File: config.mk
export PLATFORM = sky130hd
export DESIGN_NAME = xcvr_mode_ctrl
export DESIGN_NICKNAME = d
export VERILOG_FILES = /design/src/rtl/xmc_pkg.sv /design/src/rtl/xmc_sync.sv /design/src/rtl/xmc_debounce.sv /design/src/rtl/xmc_skew_window.sv /design/src/rtl/xmc_mode_fsm.sv /design/src/rtl/xcvr_mode_ctrl.sv
export SDC_FILE = /design/constraint.sdc
export NUM_CORES = 1
export LEC_CHECK = 0
export BUFFER_PORTS_ARGS = -buffer_cell sky130_fd_sc_hd__buf_2
export CAP_MARGIN = 20
export CORE_MARGIN = 2
export CORE_UTILIZATION = 30
export CTS_CLUSTER_SIZE = 40
export DETAILED_ROUTE_END_ITERATION = 10
export PLACE_DENSITY_LB_ADDON = 0.1
export SLEW_MARGIN = 30
export SYNTH_ARGS = -nofsm -noshare
export SYNTH_HDL_FRONTEND = slang
export SYNTH_SLANG_ARGS = --single-unit
File: constraint.sdc
create_clock -name clk -period 2 [get_ports clk]
set_input_delay 0.4 -clock clk [delete_from_list [all_inputs] [get_ports clk]]
set_output_delay 0.4 -clock clk [all_outputs]
set_load 0.005 [all_outputs]
File: src/rtl/xmc_pkg.sv
package xmc_pkg;
  typedef enum logic [1:0] {
    MODE_FAILSAFE = 2'b00,
    MODE_NORMAL   = 2'b01,
    MODE_SILENT   = 2'b10,
    MODE_SLEEP    = 2'b11
  } mode_e;

  typedef enum logic [1:0] {
    SRC_NONE  = 2'b00,
    SRC_LOCAL = 2'b01,
    SRC_IGN   = 2'b10,
    SRC_POWER = 2'b11
  } src_e;
endpackage

File: src/rtl/xmc_sync.sv
module xmc_sync #(
  parameter int           W       = 4,
  parameter int           STAGES  = 2,
  parameter logic [W-1:0] RST_VAL = '0
) (
  input  logic         clk,
  input  logic         rst_n,
  input  logic [W-1:0] d_i,
  output logic [W-1:0] q_o
);
  logic [W-1:0] stg_q [STAGES];

  always_ff @(posedge clk or negedge rst_n) begin
    if (!rst_n) begin
      for (int s = 0; s < STAGES; s++) stg_q[s] <= RST_VAL;
    end else begin
      stg_q[0] <= d_i;
      for (int s = 1; s < STAGES; s++) stg_q[s] <= stg_q[s-1];
    end
  end

  assign q_o = stg_q[STAGES-1];
endmodule

File: src/rtl/xmc_debounce.sv
// Level filter: the filtered state follows the input only after the input
// has differed from it for DEB_CYC consecutive cycles. rise_o pulses for
// one cycle when the filtered state turns active.
module xmc_debounce #(
  parameter int DEB_CYC = 16
) (
  input  logic clk,
  input  logic rst_n,
  input  logic act_i,
  output logic rise_o
);
  localparam int CW = (DEB_CYC < 2) ? 1 : $clog2(DEB_CYC + 1);
  localparam logic [CW-1:0] LAST = CW'(DEB_CYC - 1);

  logic [CW-1:0] cnt_q, cnt_d;
  logic          filt_q, filt_d;

  always_comb begin
    cnt_d  = cnt_q;
    filt_d = filt_q;
    rise_o = 1'b0;
    if (act_i == filt_q) begin
      cnt_d = '0;
    end else if (cnt_q == LAST) begin
      cnt_d  = '0;
      filt_d = act_i;
      rise_o = act_i;
    end else begin
      cnt_d = cnt_q + 1'b1;
    end
  end

  always_ff @(posedge clk or negedge rst_n) begin
    if (!rst_n) begin
      cnt_q  <= '0;
      filt_q <= 1'b0;
    end else begin
      cnt_q  <= cnt_d;
      filt_q <= filt_d;
    end
  end
endmodule

File: src/rtl/xmc_skew_window.sv
// Opens a window of SKEW_CYC cycles after arm_i, during which a late
// transmit-low still counts as a sleep request.
module xmc_skew_window #(
  parameter int SKEW_CYC = 160
) (
  input  logic clk,
  input  logic rst_n,
  input  logic arm_i,
  output logic open_o
);
  localparam int CW = (SKEW_CYC < 2) ? 1 : $clog2(SKEW_CYC + 1);

  logic [CW-1:0] cnt_q, cnt_d;
  logic          cnt_en;

  always_comb begin
    cnt_en = arm_i || (cnt_q != '0);
    cnt_d  = arm_i ? CW'(SKEW_CYC) : (cnt_q - 1'b1);
  end

  always_ff @(posedge clk or negedge rst_n) begin
    if (!rst_n)      cnt_q <= '0;
    else if (cnt_en) cnt_q <= cnt_d;
  end

  assign open_o = (cnt_q != '0);
endmodule

File: src/rtl/xmc_mode_fsm.sv
module xmc_mode_fsm
  import xmc_pkg::*;
(
  input  logic  clk,
  input  logic  rst_n,
  input  logic  rst_req_i,
  input  logic  en_s_i,
  input  logic  txd_s_i,
  input  logic  win_open_i,
  input  logic  lw_evt_i,
  input  logic  ign_evt_i,
  output logic  arm_o,
  output mode_e mode_o,
  output src_e  src_o
);
  mode_e mode_q, mode_d;
  src_e  src_q, src_d;
  logic  en_prev_q;
  logic  en_fall;

  assign en_fall = en_prev_q && !en_s_i;
  assign arm_o   = (mode_q == MODE_NORMAL) && en_fall && !rst_req_i;

  always_comb begin
    mode_d = mode_q;
    src_d  = src_q;
    if (rst_req_i) begin
      mode_d = MODE_FAILSAFE;
      src_d  = SRC_POWER;
    end else begin
      case (mode_q)
        MODE_FAILSAFE: if (en_s_i) mode_d = MODE_NORMAL;
        MODE_NORMAL:   if (en_fall) mode_d = txd_s_i ? MODE_SILENT : MODE_SLEEP;
        MODE_SILENT, MODE_SLEEP: begin
          if (lw_evt_i) begin
            mode_d = MODE_FAILSAFE;
            src_d  = SRC_LOCAL;
          end else if (ign_evt_i) begin
            mode_d = MODE_FAILSAFE;
            src_d  = SRC_IGN;
          end else if (mode_q == MODE_SILENT && win_open_i && !txd_s_i && !en_s_i) begin
            mode_d = MODE_SLEEP;
          end
        end
        default: mode_d = MODE_FAILSAFE;
      endcase
    end
  end

  always_ff @(posedge clk or negedge rst_n) begin
    if (!rst_n) begin
      mode_q    <= MODE_FAILSAFE;
      src_q     <= SRC_POWER;
      en_prev_q <= 1'b0;
    end else begin
      mode_q    <= mode_d;
      src_q     <= src_d;
      en_prev_q <= en_s_i;
    end
  end

  assign mode_o = mode_q;
  assign src_o  = src_q;
endmodule

File: src/rtl/xcvr_mode_ctrl.sv
module xcvr_mode_ctrl
  import xmc_pkg::*;
#(
  parameter int LWAKE_DEB_CYC = 3500,
  parameter int IGN_DEB_CYC   = 8000,
  parameter int SKEW_CYC      = 160,
  parameter int SYNC_STAGES   = 2
) (
  input  logic       clk,
  input  logic       rst_n,
  input  logic       sbc_reset_i,
  input  logic       en_i,
  input  logic       txd_i,
  input  logic       wake_n_i,
  input  logic       ign_i,
  output logic [1:0] mode_o,
  output logic       reg_on_o,
  output logic       inh_on_o,
  output logic       xcvr_en_o,
  output logic       wdog_en_o,
  output logic [1:0] wake_src_o
);
  // pin order in the synchroniser: {ign, wake_n, txd, en}
  localparam logic [3:0] PIN_IDLE = 4'b0110;

  logic [3:0] pins_s;
  logic       lw_evt, ign_evt, arm, win_open;
  mode_e      mode;
  src_e       src;

  xmc_sync #(.W(4), .STAGES(SYNC_STAGES), .RST_VAL(PIN_IDLE)) u_sync (
    .clk(clk), .rst_n(rst_n),
    .d_i({ign_i, wake_n_i, txd_i, en_i}),
    .q_o(pins_s)
  );

  xmc_debounce #(.DEB_CYC(LWAKE_DEB_CYC)) u_deb_local (
    .clk(clk), .rst_n(rst_n), .act_i(!pins_s[2]), .rise_o(lw_evt)
  );

  xmc_debounce #(.DEB_CYC(IGN_DEB_CYC)) u_deb_ign (
    .clk(clk), .rst_n(rst_n), .act_i(pins_s[3]), .rise_o(ign_evt)
  );

  xmc_skew_window #(.SKEW_CYC(SKEW_CYC)) u_skew (
    .clk(clk), .rst_n(rst_n), .arm_i(arm), .open_o(win_open)
  );

  xmc_mode_fsm u_fsm (
    .clk(clk), .rst_n(rst_n),
    .rst_req_i(sbc_reset_i),
    .en_s_i(pins_s[0]),
    .txd_s_i(pins_s[1]),
    .win_open_i(win_open),
    .lw_evt_i(lw_evt),
    .ign_evt_i(ign_evt),
    .arm_o(arm),
    .mode_o(mode),
    .src_o(src)
  );

  always_comb begin
    mode_o     = mode;
    reg_on_o   = (mode != MODE_SLEEP);
    inh_on_o   = (mode == MODE_FAILSAFE) || (mode == MODE_NORMAL);
    xcvr_en_o  = (mode == MODE_NORMAL);
    wdog_en_o  = (mode == MODE_FAILSAFE) || (mode == MODE_NORMAL);
    wake_src_o = (mode == MODE_FAILSAFE) ? src : SRC_NONE;
  end
endmodule

==> results.toml, run 1 <==
[global_routing]
track_usage_pct = 10.8
grt_first_pass_wirelength_um = 7170
antenna_found_initial = 0
grt_pass1_vias = 1525
gr-total-overflow = 0
grt_max_degree = 49

[yosys]
synthFlopType = "dfrtp_1"
syn_area_mm2 = 0.00223
post-synth-top-count-cell = "dfrtp_1"
syn_inst = 214
synth_area_leaders = "dfrtp_1 (47%), xnor2_1 (7.9%), dfstp_2 (7.1%), nor2_1 (6.7%), xor2_1 (2.4%)"
ys_seq_area_share_pct = 54.2
synth-warning-count = 0
synth.net_count = 225
post-synth-top-area-cell = "dfrtp_1"
synth_edf_count = 0
synth_seq_cells = 48
synthArstFlopShare_pct = 100
avgSynthCellArea_um2 = 10.4
synth_commonest_cells = "dfrtp_1 (42), nor2_1 (40), xnor2_1 (20), nand2_1 (13)"
synth_top_area_share_pct = 47.1
yosysUniqueCellTypes = 43

[setup_path]
cp_data_required_time_ns = 2.18
crit_chain = "inv_1 -> ha_1 -> or3b_2 -> nor3_1 -> mux2i_1 -> nor2_1"
critPathLaunchType = "register"
slowest_stage = "or3b_2"
crit_fanout = 3
critPathMaxStageDelay_ns = 0.47
cp.arrival_ns = 1.91
endpoint_kind = "register"
critical_path_class = "register to register"

[pwr]
ir_worst_vdd_uv = 357
p_leak_nw = 1.03
finalPower_mw = 2.10
power_density_mw_per_mm2 = 828

[detailed_routing]
antenna_left = 0
drtIter0Drc = 52
drc = 0
wl_um = 3980
vias_per_cell = 4.54
first_pass_iters = 3
num_vias = 1524
wire_per_inst_um = 11.8

[outcome]
status = "completed"

[job]
maxCapViolCount = 0

[sta]
timing.final.crit_share_pct = 86.3
hold_slack_ns = 0.0740
fin_crit_ns = 1.73
clock.fmax_ghz = 0.579
relSlewSlack_pct = 62.2
setup_ws_ns = 0.273
finClkSkew_ns = 0.0114
hold_viol = 0
rsz0062_at_grt = "false"
slew_violations = 0
setup-violations-final = 0
max_slew.worst_pin.slew_ns = 0.567
tns_ns = 0

[final_layout]
stdcell_area_mm2 = 0.00254
fin_cells = 336
postLayoutCoreUtil_pct = 35.2
fin_nets = 247
diodes = 0
drive_gt1_share_pct = 16.9
area_growth_pct = 13.9

[clock_network]
htreeDepth = 2
cts_setup_buffers = 0
cts_buffer_depth = 2
cts_sinks = 48
clk_pin_slew_ns = 0.08
cts_buffers = 5
root_buffer = "clkbuf_8"
clk_latency_ns = 0.30
postCtsHoldBufs = 0
cts_tree = "yes"

[place]
gp_congestion = 0.734
place_inst = 328
post-place-ws_ns = 0.160
dp_hpwl_um = 2780
port-buffer-count = 14
placed_area_mm2 = 0.00245

[die]
start_util_pct = 30.9
die_area_mm2 = 0.00814
die_y_um = 90.2
ios = 15
rows = 31
die_w_um = 90.2
core_area_mm2 = 0.00721

[worst_hold_path]
hp-class = "input port to async pin"
## final cells by class
| cell class | instances | area [um2] |
|---|---|---|
| tap | 99 | 124 |
| clock buffer | 7 | 76.3 |
| timing repair buffer | 20 | 128 |
| clock inverter | 1 | 5.00 |
| fill | 770 | 4670 |
| sequential | 48 | 1210 |
| inverter | 10 | 37.5 |
| multi-input combinational | 151 | 962 |
## flip-flops by register name, summed over array words and instances (netlist names)
signal / cells
u_fsm.src_o: 2
u_deb_ign.cnt_q: 13
u_deb_ign.filt_q: 1
u_fsm.en_prev_q: 1
u_sync.stg_q: 4
u_deb_local.filt_q: 1
u_sync.q_o: 4
u_fsm.mode_o: 2
u_skew.cnt_q: 8
u_deb_local.cnt_q: 12
## final timing paths
path                                  from              end  slack (ns)  cells after the start
max                        u_skew.cnt_q[0]  u_skew.cnt_q[6]        0.27                      6
min                                  rst_n  u_skew.cnt_q[6]        0.07                      2
max reg2reg                u_skew.cnt_q[0]  u_skew.cnt_q[6]        0.27                      6
min reg2reg                u_sync.stg_q[4]    u_sync.q_o[0]        0.35                      0
max in group asynchronous            rst_n  u_sync.stg_q[6]        1.64                      2
min in group clk                     txd_i  u_sync.stg_q[5]        0.20                      1
## what timing repair did
item,in CTS,in global routing
resized for setup,0,1
setup endpoints to repair,0,11
endpoints found under the hold margin,0,0
## kinds of logic after synthesis
group	count (synthesis)	share of synthesized area, %
adders and majority gates	4	2.24
AOI/OAI and AO/OA	16	5.16
muxes	3	1.40
xor gates and xnor gates	26	10.2
DFF	48	54.2
and+or+nand+nor	102	23.8
buffers and inverters	15	2.97
## cells in the final DEF, fill, tap and decap left out, drive strengths merged, types with 3 or more instances in the layout
cell / Yosys / layout
nor3b: 3 / 3
nand3: 11 / 11
nand4: 4 / 4
xnor2: 20 / 20
ha: 4 / 4
dfrtp: 42 / 42
inv: 10 / 10
nor2b: 3 / 3
a211oi: 3 / 3
nor4: 9 / 9
dfstp: 6 / 6
nor3: 7 / 7
or3b: 3 / 3
nor2: 40 / 40
buf: 4 / 20
xor2: 6 / 6
clkbuf: 1 / 7
nand2: 13 / 13
## routing by layer
layer | vias to the layer above | GRT usage, % | share of wire, %
met5 | - | 0 | 0
met4 | 0 | 3.85 | 1.0
met3 | 4 | 2.60 | 2.3
met2 | 11 | 16.9 | 46
met1 | 738 | 14.6 | 51
li1 | 771 | - | -
## where the power goes
part           leakage, nW  switching (mW)  internal [mW]
clock network       0.0422           0.312          0.246
registers            0.614           0.108           1.08
logic                0.373           0.178          0.183
total                 1.03           0.598           1.51
## critical path: cells and delay by family, from the launching register on
family | cells | cell delay [ns]
flip-flops | 1 | 0.42
adder cells (fa/ha/maj) | 1 | 0.19
multiplexers | 1 | 0.21
buffers and inverters | 1 | 0.09
AND/OR/NAND/NOR | 3 | 0.72
No activity file was read; power rests on OpenSTA's default activity.
==> run 2: changes to the inputs <==
- BUFFER_PORTS_ARGS: -buffer_cell sky130_fd_sc_hd__buf_2 -> -buffer_cell sky130_fd_sc_hd__buf_4
==> results.toml, run 2 (synthesized netlist as in run 1, its figures left out) <==
[global_routing]
grt_max_degree = 49
antenna_found_initial = 0
grt_first_pass_wirelength_um = 7360
gr-total-overflow = 0
track_usage_pct = 11.0
grt_pass1_vias = 1623

[pwr]
ir_worst_vdd_uv = 339
p_leak_nw = 1.06
finalPower_mw = 2.38
power_density_mw_per_mm2 = 915

[die]
die_y_um = 90.2
core_area_mm2 = 0.00721
die_area_mm2 = 0.00814
rows = 31
start_util_pct = 30.9
die_w_um = 90.2
ios = 15

[clock_network]
htreeDepth = 2
cts_setup_buffers = 0
clk_latency_ns = 0.31
postCtsHoldBufs = 0
cts_sinks = 48
cts_buffer_depth = 2
cts_tree = "yes"
cts_buffers = 5
root_buffer = "clkbuf_8"
clk_pin_slew_ns = 0.10

[final_layout]
final_common_cell = "dfrtp_1"
fin_nets = 246
largest_reg_flops = 13
diodes = 0
largest_register = "u_deb_ign.cnt_q"
reg_top3 = "u_deb_ign.cnt_q: 13 flops, u_deb_local.cnt_q: 12 flops, u_skew.cnt_q: 8 flops"
nFillCells = 753
ff_latch_area_mm2 = 0.00121
area_growth_pct = 16.9
mostFrequentLayoutCells = "dfrtp_1 (42), nor2_1 (40), xnor2_1 (20), buf_4 (19), nand2_1 (13)"
multi_input_area_um2 = 962
drive_gt1_share_pct = 16.9

[detailed_routing]
vias_per_cell = 4.54
antenna_left = 0
first_pass_iters = 4
wire_per_inst_um = 11.8
num_vias = 1521
drc = 0
drtIter0Drc = 50
wl_um = 3970

[setup_path]
reg2reg_depth = 5
endpoint_kind = "register"
cp.arrival_ns = 1.90
critPathLaunchType = "register"
cp_data_required_time_ns = 2.17
critical_path_class = "register to register"
crit_fanout = 13

[sta]
relSlewSlack_pct = 59.2
rsz0062_at_grt = "false"
timing.final.crit_share_pct = 86.8
finClkSkew_ns = 0.0150
slew_violations = 0
clock.fmax_ghz = 0.576
fin_crit_ns = 1.74
setup-violations-final = 0
tns_ns = 0
max_slew.worst_pin.slew_ns = 0.612
hold_viol = 0

[place]
gp_congestion = 0.733
dp_hpwl_um = 2700
port-buffer-count = 14

[job]
maxCapViolCount = 0

[worst_hold_path]
hp-class = "input port to async pin"

[outcome]
status = "completed"
[run 2: cell types whose count changed in the layout (fill, tap and decap cells not counted)]
cell / before / now
buf_2: 14 / 0
buf_4: 5 / 19
bufinv_16: 0 / 2
buf_12: 1 / 0
clkbuf_1: 2 / 1
clkinv_2: 1 / 0
[run 2: final cells by class]
cell class	instances	share of cell area, %
sequential	48	46.4
multi-input combinational	151	36.9
timing repair buffer	19	5.47
tap	99	4.75
clock buffer	6	2.78
clock inverter	2	2.30
inverter	10	1.44
[run 2: per-layer routing]
metal | part of all wire [%] | GRT usage (%) | wire [um]
met1 | 50 | 14.7 | 1980
met2 | 46 | 17.5 | 1820
met3 | 2.6 | 2.60 | 105
met4 | 1.5 | 4.23 | 61
met5 | 0 | 0 | 0
[run 2: worst max-delay path, cell delays in order (launching register included)]
cell      delay [ns]
dfrtp_1         0.40
ha_1            0.21
nand3_2         0.12
nor4_4          0.40
o21bai_2        0.34
nor2_1          0.11
[run 2: path summary, 6_finish.rpt]
path / slack (ns) / to / from
max: 0.26 / u_deb_ign.cnt_q[12] / u_deb_ign.cnt_q[0]
min: 0.1 / u_deb_ign.cnt_q[7] / rst_n
max reg2reg: 0.26 / u_deb_ign.cnt_q[12] / u_deb_ign.cnt_q[0]
min reg2reg: 0.36 / u_sync.q_o[0] / u_sync.stg_q[4]
max in group asynchronous: 1.48 / u_deb_local.cnt_q[4] / rst_n
min in group clk: 0.20 / u_sync.stg_q[5] / txd_i
[run 2: timing repair]
| item | 4_1_cts | 5_1_grt |
|---|---|---|
| hold endpoints to repair | 0 | 0 |
| gates resized for setup | 0 | 1 |
| endpoints found under the setup margin | 0 | 5 |
[run 2: where the power goes]
group | internal (mW) | switching (mW)
sequential | 1.08 | 0.105
clock | 0.500 | 0.335
combinational | 0.187 | 0.180
total | 1.76 | 0.620
[run 2: through the flow]
step / hold WS (ns) / instance area, um2 / cells / setup slack (ns) / util, %
floorplan: 0.104 / 2230 / 214 / 0.350 / -
global placement: 0.333 / 2470 / 327 / 0.228 / 34.2
detailed placement: 0.338 / 2470 / 327 / 0.212 / 34.2
CTS: 0.125 / 2600 / 335 / 0.207 / 36.1
global route: 0.162 / 2610 / 335 / 0.0898 / 36.1
finish: 0.0973 / 2610 / 335 / 0.264 / 36.1
==> run 3: changes to the inputs <==
- CORE_MARGIN: 2 -> 4
- CTS_BUF_LIST: not set -> sky130_fd_sc_hd__clkbuf_2 sky130_fd_sc_hd__clkbuf_4 sky130_fd_sc_hd__clkbuf_8
- CTS_CLUSTER_SIZE: 40 -> 10
==> results.toml, run 3 (synthesized netlist as in run 1, its figures left out) <==
[detailed_routing]
wl_um = 3880
drc = 0
first_pass_iters = 4
antenna_left = 0
num_vias = 1495
wire_per_inst_um = 11.6
drtIter0Drc = 44
vias_per_cell = 4.46

[final_layout]
largest_reg_flops = 13
final_common_cell = "dfrtp_1"
reg_top3 = "u_deb_ign.cnt_q: 13 flops, u_deb_local.cnt_q: 12 flops, u_skew.cnt_q: 8 flops"
area_growth_pct = 15.0
diodes = 0
largest_register = "u_deb_ign.cnt_q"
drive_gt1_share_pct = 16.9
mostFrequentLayoutCells = "dfrtp_1 (42), nor2_1 (40), xnor2_1 (20), buf_4 (19), nand2_1 (13)"
fin_nets = 246
stdcell_area_mm2 = 0.00257
ff_latch_area_mm2 = 0.00121
multi_input_area_um2 = 956
nFillCells = 750

[global_routing]
grt_first_pass_wirelength_um = 7060
grt_pass1_vias = 1515
gr-total-overflow = 0
track_usage_pct = 10.1
antenna_found_initial = 0
grt_max_degree = 49

[clock_network]
cts_tree = "yes"
cts_buffers = 5
cts_buffer_depth = 2
root_buffer = "clkbuf_8"
postCtsHoldBufs = 0
cts_sinks = 48
htreeDepth = 2
clk_latency_ns = 0.30
cts_resized = 0
cts_setup_buffers = 0
clk_pin_slew_ns = 0.09

[setup_path]
critPathLaunchType = "register"
path_delay_family = "simple AND/OR/NAND/NOR gates"
critPathMaxStageDelay_ns = 0.41
crit_chain = "ha_1 -> nand4bb_1 -> nor4_1 -> o21bai_1 -> buf_4 -> nor2_1"
cp_data_required_time_ns = 2.19
cp.arrival_ns = 1.92
critPathBufInv = 1
slowest_stage = "dfrtp_1"
critical_path_class = "register to register"
crit_fanout = 12
endpoint_kind = "register"

[place]
port-buffer-count = 14
dp_hpwl_um = 2700
placed_area_mm2 = 0.00247
gp_congestion = 0.736

[sta]
max_slew.worst_pin.slew_ns = 0.602
clock.fmax_ghz = 0.578
timing.final.crit_share_pct = 86.5
hold_viol = 0
relSlewSlack_pct = 59.9
slew_violations = 0
tns_ns = 0
setup-violations-final = 0
finClkSkew_ns = 0.0119
rsz0062_at_grt = "false"
fin_crit_ns = 1.73

[die]
ios = 15
die_w_um = 94.2
start_util_pct = 30.8
rows = 31
die_area_mm2 = 0.00888
die_y_um = 94.2
core_area_mm2 = 0.00725

[pwr]
seq_power_share_pct = 54.8
clock_power_share_pct = 28.3
switchingPower_uw = 602
p_int_mw = 1.56
p_comb_share_pct = 17.0
finalPower_mw = 2.16
p_sw_share_pct = 27.9
p_leak_nw = 1.04
ir_worst_vdd_uv = 417
power_density_mw_per_mm2 = 842

[worst_hold_path]
hp-class = "input port to async pin"

[outcome]
status = "completed"

[job]
maxCapViolCount = 0
[run 3: cell types whose count changed in the layout (fill, tap and decap cells not counted)]
cell / previous run / this run
bufinv_16: 2 / 0
clkbuf_1: 1 / 0
clkbuf_4: 0 / 1
clkbuf_8: 5 / 6
clkinvlp_4: 0 / 1
nor4_1: 6 / 7
nor4_2: 2 / 1
[run 3: worst paths after layout]
check	from	end	slack [ns]	cells past startpoint
hold / removal	rst_n	u_skew.cnt_q[4]	0.10	1
setup / recovery	u_deb_local.cnt_q[0]	u_deb_local.cnt_q[9]	0.27	6
setup reg to reg	u_deb_local.cnt_q[0]	u_deb_local.cnt_q[9]	0.27	6
max in group asynchronous	rst_n	u_fsm.en_prev_q	1.48	1
min in group clk	ign_i	u_sync.stg_q[7]	0.20	1
hold reg to reg	u_sync.stg_q[4]	u_sync.q_o[0]	0.35	0
[run 3: metrics by stage]
stage / hold slack (ns) / instances / setup WS (ns) / util (%)
2_1_floorplan: 0.104 / 214 / 0.350 / -
3_3_place_gp: 0.333 / 327 / 0.240 / 34.0
3_5_place_dp: 0.336 / 327 / 0.252 / 34.0
4_1_cts: 0.135 / 335 / 0.237 / 35.4
5_1_grt: 0.157 / 335 / 0.0970 / 35.4
6_report: 0.104 / 335 / 0.271 / 35.4
[run 3: area by class of cell]
class                      count  area share, %
sequential                    48           47.1
multi-input combinational    151           37.3
timing repair buffer          19           5.56
tap                           99           4.83
clock buffer                   7           3.51
inverter                      10           1.46
clock inverter                 1          0.293
[run 3: metal layers]
metal  up-vias  part of all wire, %  wire length (um)  track usage [%]
met5         -                    0                 0                0
met4         0                  1.5                57             3.61
met3         5                  3.1               120             2.80
met2        16                   46              1780             15.7
met1       711                   50              1920             13.3
li1        763                    -                 -                -
[run 3: power groups by stage]
| stage | sequential [mW] | combinational, mW | clock [mW] |
|---|---|---|---|
| 4_1_cts | 1.19 | 0.375 | 0.647 |
| 3_3_place_gp | 1.21 | 0.371 | 0 |
| 2_1_floorplan | 1.18 | 0.271 | 0 |
| 3_5_place_dp | 1.20 | 0.372 | 0 |
| 6_report | 1.18 | 0.367 | 0.611 |
| 5_1_grt | 1.21 | 0.433 | 0.696 |
